==> config.mk <==
export PLATFORM = sky130hd
export DESIGN_NAME = fpq_nan_quiet_unit
export DESIGN_NICKNAME = d
export VERILOG_FILES = /design/src/rtl/fpq_pkg.sv /design/src/rtl/fpq_field_split.sv /design/src/rtl/fpq_classifier.sv /design/src/rtl/fpq_quieter.sv /design/src/rtl/fpq_nan_quiet_unit.sv
export SDC_FILE = /design/constraint.sdc
export NUM_CORES = 1
export LEC_CHECK = 0
export BUFFER_PORTS_ARGS = -buffer_cell sky130_fd_sc_hd__buf_4
export CAP_MARGIN = 0
export CORE_ASPECT_RATIO = 1.75
export CORE_MARGIN = 2
export CORE_UTILIZATION = 35
export DETAILED_ROUTE_END_ITERATION = 6
export PLACE_DENSITY = 0.66
export SLEW_MARGIN = 10
export SYNTH_ARGS = -nofsm -noshare
export SYNTH_HDL_FRONTEND = slang
export SYNTH_HIERARCHICAL = 1
export SYNTH_SLANG_ARGS = --single-unit
==> constraint.sdc <==
create_clock -name vclk -period 8.25
set_clock_uncertainty 0.15 [all_clocks]
set_input_delay 1.65 -clock vclk [all_inputs]
set_output_delay 1.65 -clock vclk [all_outputs]
set_load 0.01 [all_outputs]
==> src/rtl/fpq_pkg.sv <==
package fpq_pkg;

    // Positions of the class vector bits
    typedef enum logic [2:0] {
        CLS_ZERO  = 3'd0,
        CLS_SUBN  = 3'd1,
        CLS_NORM  = 3'd2,
        CLS_INF   = 3'd3,
        CLS_QNAN  = 3'd4,
        CLS_SNAN  = 3'd5
    } fp_class_e;

    localparam int NUM_CLASSES = 6;

endpackage

==> src/rtl/fpq_field_split.sv <==
module fpq_field_split #(
    parameter int EXP_W  = 8,
    parameter int FRAC_W = 23,
    localparam int WIDTH = 1 + EXP_W + FRAC_W
) (
    input  logic [WIDTH-1:0]  word_i,
    output logic              sign_o,
    output logic [EXP_W-1:0]  exp_o,
    output logic [FRAC_W-1:0] frac_o,
    output logic              exp_zero_o,
    output logic              exp_ones_o,
    output logic              frac_zero_o,
    output logic              ind_bit_o
);

    assign sign_o      = word_i[WIDTH-1];
    assign exp_o       = word_i[WIDTH-2 -: EXP_W];
    assign frac_o      = word_i[FRAC_W-1:0];
    assign exp_zero_o  = (exp_o == '0);
    assign exp_ones_o  = (exp_o == '1);
    assign frac_zero_o = (frac_o == '0);
    assign ind_bit_o   = frac_o[FRAC_W-1];

endmodule

==> src/rtl/fpq_classifier.sv <==
module fpq_classifier
    import fpq_pkg::*;
(
    input  logic                   exp_zero_i,
    input  logic                   exp_ones_i,
    input  logic                   frac_zero_i,
    input  logic                   ind_bit_i,
    input  logic                   qset_quiet_i,
    output logic [NUM_CLASSES-1:0] class_o,
    output logic                   is_snan_o
);

    fp_class_e cls;
    logic      signaling;

    // In the quiet-on-set mode a clear bit signals, in legacy a set bit does.
    assign signaling = qset_quiet_i ^ ind_bit_i;

    always_comb begin
        unique case ({exp_ones_i, exp_zero_i})
            2'b01:   cls = frac_zero_i ? CLS_ZERO : CLS_SUBN;
            2'b10: begin
                if (frac_zero_i)    cls = CLS_INF;
                else if (signaling) cls = CLS_SNAN;
                else                cls = CLS_QNAN;
            end
            default: cls = CLS_NORM;
        endcase
    end

    for (genvar gi = 0; gi < NUM_CLASSES; gi++) begin : g_onehot
        assign class_o[gi] = (cls == fp_class_e'(gi));
    end

    assign is_snan_o = (cls == CLS_SNAN);

endmodule

==> src/rtl/fpq_quieter.sv <==
module fpq_quieter #(
    parameter int FRAC_W = 23
) (
    input  logic [FRAC_W-1:0] frac_i,
    input  logic              qset_quiet_i,
    output logic [FRAC_W-1:0] frac_o
);

    localparam int LOW_W = FRAC_W - 1;
    localparam logic [LOW_W-1:0] FILL = LOW_W'(1) << (LOW_W - 1);

    logic [LOW_W-1:0] low;
    logic [LOW_W-1:0] legacy_low;

    assign low = frac_i[LOW_W-1:0];

    // Legacy quieting must not leave an all-zero fraction (infinity)
    assign legacy_low = (low == '0) ? FILL : low;

    always_comb begin
        if (qset_quiet_i) frac_o = {1'b1, low};
        else              frac_o = {1'b0, legacy_low};
    end

endmodule

==> src/rtl/fpq_nan_quiet_unit.sv <==
module fpq_nan_quiet_unit
    import fpq_pkg::*;
#(
    parameter int EXP_W  = 8,
    parameter int FRAC_W = 23,
    localparam int WIDTH = 1 + EXP_W + FRAC_W
) (
    input  logic [WIDTH-1:0]       operand_i,
    input  logic                   qset_quiet_i,
    output logic [NUM_CLASSES-1:0] class_o,
    output logic [WIDTH-1:0]       result_o,
    output logic                   invalid_o
);

    logic              sign;
    logic [EXP_W-1:0]  exp_f;
    logic [FRAC_W-1:0] frac;
    logic              exp_zero, exp_ones, frac_zero, ind_bit;
    logic              is_snan;
    logic [FRAC_W-1:0] quiet_frac;

    fpq_field_split #(.EXP_W(EXP_W), .FRAC_W(FRAC_W)) split_i (
        .word_i      (operand_i),
        .sign_o      (sign),
        .exp_o       (exp_f),
        .frac_o      (frac),
        .exp_zero_o  (exp_zero),
        .exp_ones_o  (exp_ones),
        .frac_zero_o (frac_zero),
        .ind_bit_o   (ind_bit)
    );

    fpq_classifier class_i (
        .exp_zero_i   (exp_zero),
        .exp_ones_i   (exp_ones),
        .frac_zero_i  (frac_zero),
        .ind_bit_i    (ind_bit),
        .qset_quiet_i (qset_quiet_i),
        .class_o      (class_o),
        .is_snan_o    (is_snan)
    );

    fpq_quieter #(.FRAC_W(FRAC_W)) quiet_i (
        .frac_i       (frac),
        .qset_quiet_i (qset_quiet_i),
        .frac_o       (quiet_frac)
    );

    assign result_o  = is_snan ? {sign, exp_f, quiet_frac} : operand_i;
    assign invalid_o = is_snan;

endmodule

# After elaboration in Yosys (flattened, before gate mapping)
# Cells that the tools add are included.
word_totals:
  regBits: 0
  inputBits: 33
  output_inout_bits: 39
  word_cells: 20
classes:
  eq_ne: 8
  n_mux: 7
  n_bitwise: 1
  n_reduce_logical: 4
ops:
  columns: ["operator", "n"]
  rows:
  - ["$mux 23", 2]
  - ["$logic_not 23->1", 1]
  - ["$logic_not 22->1", 1]
  - ["$mux 22", 1]
  - ["$eq 8x8->1 const B", 1]
  - ["$logic_not 8->1", 1]
  - ["$eq 3x2->1 const B", 2]
  - ["$eq 3x3->1 const B", 2]
  - ["$pmux 3 s2", 1]
  - ["$eq 3x1->1 const B", 1]
  - ["$logic_not 3->1", 1]
  - ["$mux 3", 1]
  - ["$eq 2x1->1 const B", 1]
  - ["$eq 2x2->1 const B", 1]
  - ["$mux 1", 2]
  - ["$xor 1x1->1", 1]

# Longest topological paths before layout
# Gate-level depths: netlist (run 1).
depth:
  ltp_word: 6
  ltp_mapped: 9
  ltp_nobuf: 7

# Cells and area by module
# Netlist (run 1), hierarchy kept.
modules_own_cells:
  columns: ["module", "instances", "cells_per_inst", "area_per_inst_um2", "seq_area_each_um2"]
  rows:
  - ["fpq_nan_quiet_unit", 1, 36, 544.3, 0.0]
  - ["fpq_field_split", 1, 48, 332.8, 0.0]
  - ["fpq_quieter", 1, 31, 146.4, 0.0]
  - ["fpq_classifier", 1, 16, 112.6, 0.0]

# Worst setup path after synthesis (run 1)
# Ideal clock, no wire load.
synth_path:
  path_kind: "input to output"
  from: "input operand_i[30]"
  to: "output result_o[0]"
  t_arrival_ns: 3.707
  required_time_ns: 6.450
  setup_slack_ns: 2.743
  stages: 9
  path_buffers: 2
  cell_sequence: "or4_1 > nor2_1 > inv_1 > ha_1 > nor2_1 > o211a_1 > buf_6 > buf_12 > mux2_4"
synth_via:
  elab_chain_cells: 5
  word_cells_on_any_way: 7
  classes_between: "eq/ne: 4; mux: 2; reduce/logical: 1"
synth_lines:
  columns: ["item", "line_no", "rtl"]
  rows:
  - ["start: declaration", "fpq_nan_quiet_unit.sv:8", "input logic [WIDTH-1:0] operand_i,"]
  - ["$logic_not 8->1 *", "fpq_field_split.sv:19", "assign exp_zero_o = (exp_o == '0);"]
  - ["net exp_zero", "fpq_nan_quiet_unit.sv:18", "logic exp_zero, exp_ones, frac_zero, ind_bit;"]
  - ["$eq 2x2->1 / $eq 2x1->1 (equally long branches)", "fpq_classifier.sv:20", "unique case ({exp_ones_i, exp_zero_i})"]
  - ["$pmux 3 s2 *", "fpq_classifier.sv:20", null]
  - ["$eq 3x3->1 *", "fpq_classifier.sv:35", "assign is_snan_o = (cls == CLS_SNAN);"]
  - ["net invalid_o", "fpq_nan_quiet_unit.sv:12", "output logic invalid_o"]
  - ["$mux 23 *", "fpq_nan_quiet_unit.sv:49", "assign result_o = is_snan ? {sign, exp_f, quiet_frac} : operand_i;"]
  - ["end: declaration", "fpq_nan_quiet_unit.sv:11", "output logic [WIDTH-1:0] result_o,"]
# The timed path passes the listed nets; every way through them passes the cells marked *.

==> results.sh, run 1 <==
export IMPL_grt_max_degree=35
export IMPL_wl_per_cell_um=12.2
export IMPL_area_growth_syn_to_layout_pct=16.7
export IMPL_die_area_mm2=0.00371
export IMPL_power_density_mw_per_mm2=38.0
export IMPL_track_usage=0.113
export IMPL_drc=0
export IMPL_slowest_stage="o211a_2"
export IMPL_worstPathRequired_ns=6.45
export IMPL_finalMaxSlewViolations=0
export IMPL_grt_pass1_wl_mm=3.28
export IMPL_rows=27
export IMPL_ctsHoldBuffers=0
export IMPL_holdCritPathClass="in -> out"
export IMPL_final_seq_area_um2=0
export IMPL_post_route_period_util=0.775
export IMPL_drtIter0Drc=5
export IMPL_fp_coreArea_mm2=0.00311
export IMPL_first_pass_iters=4
export IMPL_die_y_um=79.1
export IMPL_power_leakage_nw=0.613
export IMPL_antenna_cells=0
export IMPL_ant_nets=0
export IMPL_vias=844
export IMPL_drive_above_1_share=0.755
export IMPL_place_congestion=0.731
export IMPL_start_kind="primary input"
export IMPL_rsz0062_at_grt="no"
export IMPL_start_util=0.363
export IMPL_ir_drop_mv=0.0157
export IMPL_ctsResizeCount=0
export IMPL_grt_pass1_vias=770
export IMPL_drt_total_wl_mm=2.27
export IMPL_postCtsSetupBuffers=0
export IMPL_dp_cells=186
export IMPL_status="completed"
export IMPL_num_io_pins=72
export IMPL_grt_overflow=0
export IMPL_layout_min_cycle_time_ns=6.39
export IMPL_cpLargestDelayFamily="compound AO/OA/AOI/OAI gates"
export IMPL_io_buffers=72
export IMPL_avgSynthCellArea_um2=8.68
export IMPL_crit_type="in -> out"
export IMPL_critPathMaxStageDelay_ns=0.97
export IMPL_end_kind="output pin"
export IMPL_fillCellCount=337
export IMPL_holdWs_ns=3.47
export IMPL_multi_input_area_um2=712
export IMPL_finalHoldViolCount=0
export IMPL_cp_max_fo=34
export IMPL_cap_violations=0
export IMPL_worst_slew_pin_slew_ns=1.13
export IMPL_avgViaCountPerCell=4.54
export IMPL_clock_buffers=0
export IMPL_synth_nets=165
export IMPL_slew_headroom=0.244
export IMPL_setup_violations=0
export IMPL_stdcell_count=186
export IMPL_die_w_um=46.9
export IMPL_dp_hpwl_mm=1.99
export IMPL_power_mw=0.0501
export IMPL_crit_path_cell_trace="buf_4 -> or4_1 -> nor2_1 -> inv_1 -> ha_1 -> nor2_1 -> o211a_2 -> mux2_2 -> buf_4"
export IMPL_antenna_found_initial=0
export IMPL_finalSetupTns_ns=0
export IMPL_synth_cells=130
export IMPL_max_freq_ghz=0.156
export IMPL_ys_warn_count=6
export IMPL_critical_path_arrival_ns=4.59
export IMPL_cp_num_buf_inv=3
export IMPL_syn_area_mm2=0.00113
export IMPL_utilization=0.424
export IMPL_seq_cells=0
export IMPL_nNetsFinal=180
## final cells by class
class,count,area share
Tap cell,43,0.0408
Timing Repair Buffer,72,0.410
Multi-Input combinational cell,68,0.540
Inverter,3,0.00855
## per-layer routing
layer  GRT usage  vias to the layer above  share of wire  routed length [um]
li1            -                      432              -                   -
met1       0.102                      358           0.33                 753
met2       0.252                       54           0.57                1300
met3     0.00909                        0          0.096                 218
met4           0                        0              0                   0
met5           0                        -              0                   0
## power breakdown
group	total [mW]	internal, mW	switching, mW
logic	0.0501	0.0312	0.0189
clock network	0	0	0
registers	0	0	0
total	0.0501	0.0312	0.0189
## final timing paths
check	startpoint	end	slack, ns	cells after the start
worst max-delay path	operand_i[30]	result_o[29]	1.86	9
worst min-delay path	operand_i[31]	result_o[31]	3.47	3
## per-stage QoR
step | setup WS (ns) | instance area (um^2)
floorplan | 2.74 | 1130
global placement | 1.98 | 1320
detailed placement | 1.86 | 1320
CTS | 1.85 | 1320
global route | 1.66 | 1320
finish | 1.86 | 1320
## cells in the final DEF, fill, tap and decap left out
cell / instances
nor4_1: 9
nand3b_1: 1
o21bai_1: 1
o211a_2: 1
xor2_1: 1
mux2_4: 30
nor2_1: 6
nor3_1: 3
inv_1: 2
nor4_2: 1
nand2b_1: 1
or4_1: 2
ha_1: 2
inv_2: 1
buf_4: 72
o41ai_2: 1
nand4_1: 4
nand2_1: 3
mux2_2: 2
## worst min-delay path: cells and delay by family
family,cells,cell delay (ns)
buffers and inverters,2,0.19
multiplexers,1,0.13
Power figures use the tool's default switching activity.
==> run 2, diff against run 1 <==
--- a/config.mk
+++ b/config.mk
@@ -5,13 +5,14 @@
 export SDC_FILE = /design/constraint.sdc
 export NUM_CORES = 1
 export LEC_CHECK = 0
+export ABC_AREA = 1
 export BUFFER_PORTS_ARGS = -buffer_cell sky130_fd_sc_hd__buf_4
 export CAP_MARGIN = 0
 export CORE_ASPECT_RATIO = 1.75
 export CORE_MARGIN = 2
 export CORE_UTILIZATION = 35
 export DETAILED_ROUTE_END_ITERATION = 6
-export PLACE_DENSITY = 0.66
+export PLACE_DENSITY = 0.68
 export SLEW_MARGIN = 10
 export SYNTH_ARGS = -nofsm -noshare
 export SYNTH_HDL_FRONTEND = slang
==> constraint.sdc (replaced) <==
create_clock -name vclk -period 5.22
set_clock_uncertainty 0.15 [all_clocks]
set_input_delay 1.044 -clock vclk [all_inputs]
set_output_delay 1.044 -clock vclk [all_outputs]
set_load 0.01 [all_outputs]
==> run 2 against run 1 <==
Effect of this change:
- first-iteration DRC count is 120% higher
- routed wire length is 18% higher
- design area is 2.7% higher
- combinational power is 52% higher
- count of clock-buffer cells in the layout stayed put
- global-route usage is 2.9 points higher
- critical path type unchanged
- highest routed layer is now met4
==> results.sh, run 2 <==
export IMPL_rows=27
export IMPL_dp_hpwl_mm=2.29
export IMPL_power_density_mw_per_mm2=56.5
export IMPL_ir_drop_mv=0.0212
export IMPL_power_internal_mw=0.0409
export IMPL_nNetsFinal=287
export IMPL_worst_slew_pin_slew_ns=0.215
export IMPL_pwr_share_seq=0
export IMPL_max_freq_ghz=0.243
export IMPL_slowest_stage="ha_1"
export IMPL_vias=1240
export IMPL_stdcell_count=293
export IMPL_die_w_um=47.7
export IMPL_rsz0062_at_grt="no"
export IMPL_ctsResizeCount=0
export IMPL_critical_path_arrival_ns=2.92
export IMPL_holdWs_ns=2.21
export IMPL_drt_total_wl_mm=2.68
export IMPL_setup_violations=0
export IMPL_antenna_found_initial=0
export IMPL_worstPathRequired_ns=4.03
export IMPL_grt_pass1_wl_mm=4.31
export IMPL_final_seq_area_um2=0
export IMPL_ys_warn_count=6
export IMPL_post_route_period_util=0.789
export IMPL_num_io_pins=72
export IMPL_pwr_share_comb=1.000
export IMPL_p_sw_frac=0.465
export IMPL_cpLargestDelayFamily="simple AND/OR/NAND/NOR gates"
export IMPL_cap_violations=0
export IMPL_pwr_share_clk=0
export IMPL_crit_path_cell_trace="buf_4 -> nor3_1 -> nand3_1 -> nor2_1 -> inv_1 -> ha_1 -> inv_1 -> nand2_1 -> nor2_2 -> buf_4 -> inv_8 -> nand2_1 -> nand2_1 -> buf_4"
export IMPL_dp_slack_ns=1.10
export IMPL_critPathLaunch="operand_i[23]"
export IMPL_synth_cells=238
export IMPL_layout_common_cells="nand2_1 (107), buf_4 (74), nor2_1 (31), inv_1 (11), nand2_2 (10)"
export IMPL_layout_setup_ws_ns=1.10
export IMPL_first_pass_iters=4
export IMPL_start_util=0.368
export IMPL_io_buffers=72
export IMPL_area_growth_syn_to_layout_pct=15.6
export IMPL_p_sw_mw=0.0355
export IMPL_power_leakage_nw=0.807
export IMPL_track_usage=0.143
export IMPL_clock_buffers=0
export IMPL_die_area_mm2=0.00384
export IMPL_drtIter0Drc=11
export IMPL_wl_per_cell_um=9.15
export IMPL_ant_nets=0
export IMPL_avgSynthCellArea_um2=4.92
export IMPL_seq_cells=0
export IMPL_crit_end="result_o[21]"
export IMPL_path_depth=14
export IMPL_grt_pass1_vias=1091
export IMPL_die_y_um=80.5
export IMPL_ctsHoldBuffers=0
export IMPL_fp_coreArea_mm2=0.00318
export IMPL_place_congestion=0.759
export IMPL_antenna_cells=0
export IMPL_drc=0
export IMPL_avgViaCountPerCell=4.23
export IMPL_start_kind="primary input"
export IMPL_grt_max_degree=33
export IMPL_dp_cells=293
export IMPL_finalHoldViolCount=0
export IMPL_layout_min_cycle_time_ns=4.12
export IMPL_holdCritPathClass="in -> out"
export IMPL_final_common_cell="nand2_1"
export IMPL_drive_above_1_share=0.360
export IMPL_crit_type="in -> out"
export IMPL_finalMaxSlewViolations=0
export IMPL_syn_area_mm2=0.00117
export IMPL_critPathMaxStageDelay_ns=0.32
export IMPL_grt_overflow=0
export IMPL_status="completed"
export IMPL_cp_max_fo=32
export IMPL_slew_headroom=0.857
export IMPL_cp_num_buf_inv=6
export IMPL_placed_cell_area_mm2=0.00135
export IMPL_end_kind="output pin"
export IMPL_finalSetupTns_ns=0
export IMPL_design_area_mm2=0.00135
export IMPL_synth_nets=273
export IMPL_postCtsSetupBuffers=0
## run 2: stage by stage
step	util	power, mW
2_1_floorplan	-	0.0505
3_3_place_gp	0.426	0.0770
3_5_place_dp	0.426	0.0774
4_1_cts	0.426	0.0776
5_1_grt	0.426	0.0855
6_report	0.426	0.0764
## run 2: layout make-up
type	instances	area [um^2]
fill	402	1820
multi-input combinational	163	687
timing repair buffer	74	556
inverter	13	56.3
tap	43	53.8
## run 2: worst min path at each step
stage                              from  cells after the start            to
after detailed placement  operand_i[31]                      4  result_o[31]
after floorplan            operand_i[0]                      2   result_o[0]
after global placement    operand_i[31]                      4  result_o[31]
after global routing      operand_i[12]                      4  result_o[12]
final                     operand_i[31]                      4  result_o[31]
after CTS                 operand_i[31]                      4  result_o[31]
## run 2: power groups by stage
| stage | Clock (mW) | Sequential [mW] | Combinational [mW] |
|---|---|---|---|
| final | 0 | 0 | 0.0764 |
| after global routing | 0 | 0 | 0.0855 |
| after CTS | 0 | 0 | 0.0776 |
| after detailed placement | 0 | 0 | 0.0774 |
| after global placement | 0 | 0 | 0.0770 |
| after floorplan | 0 | 0 | 0.0505 |
## run 2: layer usage
metal,track usage,wire [um],vias up
met3,0.00899,162,2
met1,0.152,945,515
li1,-,-,680
met5,0,0,-
met4,0.00811,19,0
met2,0.289,1550,43
## run 2: tightest hold or removal path, cell delays in order
cell and delay, ns:
buf_4 0.08, nand2_1 0.04, nand2_1 0.05, buf_4 0.11
==> run 3, diff against run 2 <==
==> constraint.sdc (replaced) <==
create_clock -name vclk -period 3.6
set_clock_uncertainty 0.15 [all_clocks]
set_input_delay 0.72 -clock vclk [all_inputs]
set_output_delay 0.72 -clock vclk [all_outputs]
set_load 0.01 [all_outputs]
==> run 3 against run 2 <==
Effect of this change:
- routed wire length is 0.26% lower
- hold slack got worse by 0.64 ns
- utilization increased by 0.91 points
- sequential share of layout area stayed put
- power up 45%
- largest power group unchanged
- flip-flop and latch count unchanged
- critical endpoint is now result_o[1]
- non-clock buffer count did not move
==> results.sh, run 3 (synthesis results as in run 2) <==
export IMPL_status="completed"
export IMPL_ctsResizeCount=0
export IMPL_nNetsFinal=287
export IMPL_fp_coreArea_mm2=0.00318
export IMPL_setup_violations=0
export IMPL_whs_endpoint="result_o[31]"
export IMPL_rows=27
export IMPL_drive_above_1_share=0.364
export IMPL_avgViaCountPerCell=4.23
export IMPL_hold_depth=4
export IMPL_power_density_mw_per_mm2=80.4
export IMPL_grt_overflow=0
export IMPL_cp_max_fo=32
export IMPL_power_leakage_nw=0.813
export IMPL_antenna_found_initial=0
export IMPL_final_common_cell="nand2_1"
export IMPL_holdCritPathClass="in -> out"
export IMPL_start_util=0.368
export IMPL_start_kind="primary input"
export IMPL_die_w_um=47.7
export IMPL_die_area_mm2=0.00384
export IMPL_wl_per_cell_um=9.13
export IMPL_finalMaxSlewViolations=0
export IMPL_finalHoldViolCount=0
export IMPL_worst_hold_startpoint="operand_i[31]"
export IMPL_die_y_um=80.5
export IMPL_io_buffers=72
export IMPL_final_seq_area_um2=0
export IMPL_grt_pass1_wl_mm=4.51
export IMPL_area_growth_syn_to_layout_pct=18.1
export IMPL_slew_headroom=0.891
export IMPL_drc=0
export IMPL_clock_buffers=0
export IMPL_layout_min_cycle_time_ns=3.31
export IMPL_grt_max_degree=33
export IMPL_vias=1238
export IMPL_worst_slew_pin_slew_ns=0.162
export IMPL_postCtsSetupBuffers=0
export IMPL_num_io_pins=72
export IMPL_drt_total_wl_mm=2.68
export IMPL_worstPathRequired_ns=2.73
export IMPL_end_kind="output pin"
export IMPL_place_congestion=0.708
export IMPL_seq_cells=0
export IMPL_crit_type="in -> out"
export IMPL_drtIter0Drc=29
export IMPL_dp_slack_ns=0.199
export IMPL_critical_path_arrival_ns=2.44
export IMPL_dp_hpwl_mm=2.26
export IMPL_cap_violations=0
export IMPL_max_freq_ghz=0.302
export IMPL_rsz0062_at_grt="no"
export IMPL_finalSetupTns_ns=0
export IMPL_layout_common_cells="nand2_1 (107), buf_4 (72), nor2_1 (30), inv_1 (11), nand2_2 (10)"
export IMPL_fillCellCount=396
export IMPL_layout_setup_ws_ns=0.290
export IMPL_first_pass_iters=4
export IMPL_grt_pass1_vias=1134
export IMPL_track_usage=0.146
export IMPL_ir_drop_mv=0.0311
export IMPL_antenna_cells=0
export IMPL_ctsHoldBuffers=0
export IMPL_ant_nets=0
export IMPL_utilization=0.435
export IMPL_post_route_period_util=0.919
## run 3: layout make-up
class | count | area, um^2 | area share
multi-input combinational | 163 | 694 | 0.503
timing repair buffer | 74 | 572 | 0.414
inverter | 13 | 61.3 | 0.0444
tap | 43 | 53.8 | 0.0389
## run 3: layer usage
metal	up-vias	share of wire	GRT usage	wire length, um
met4	0	0	0.00541	0
met3	0	0.051	0.00674	137
met5	-	0	0	0
met2	39	0.59	0.295	1580
li1	679	-	-	-
met1	520	0.36	0.159	960
## run 3: stage by stage
step	std cells	power (mW)	area (um^2)	hold slack, ns
after global placement	293	0.112	1370	1.58
after floorplan	238	0.0732	1170	1.40
after global routing	293	0.124	1380	1.61
final	293	0.111	1380	1.58
after detailed placement	293	0.112	1370	1.58
after CTS	293	0.112	1370	1.58
## run 3: worst max-delay path by stage
stage                               to           from  slack (ns)
after floorplan            result_o[0]  operand_i[23]        0.35
after global placement     result_o[7]  operand_i[23]        0.25
after detailed placement   result_o[7]  operand_i[23]        0.20
after CTS                  result_o[7]  operand_i[23]        0.20
after global routing      result_o[17]  operand_i[23]        0.01
final                      result_o[1]  operand_i[23]        0.29
## run 3: power by group
group | internal, mW | total [mW] | switching, mW
Combinational | 0.0593 | 0.111 | 0.0517
Sequential | 0 | 0 | 0
Clock | 0 | 0 | 0
Total | 0.0593 | 0.111 | 0.0517
## run 3: critical path: stages
cell,delay (ns)
buf_4,0.12
nor3_1,0.17
nand3_1,0.11
nor2_2,0.11
inv_1,0.05
ha_1,0.32
inv_1,0.10
nand2_1,0.11
nor2_4,0.14
buf_12,0.16
inv_12,0.08
nand2_2,0.06
nand2_1,0.05
buf_4,0.14
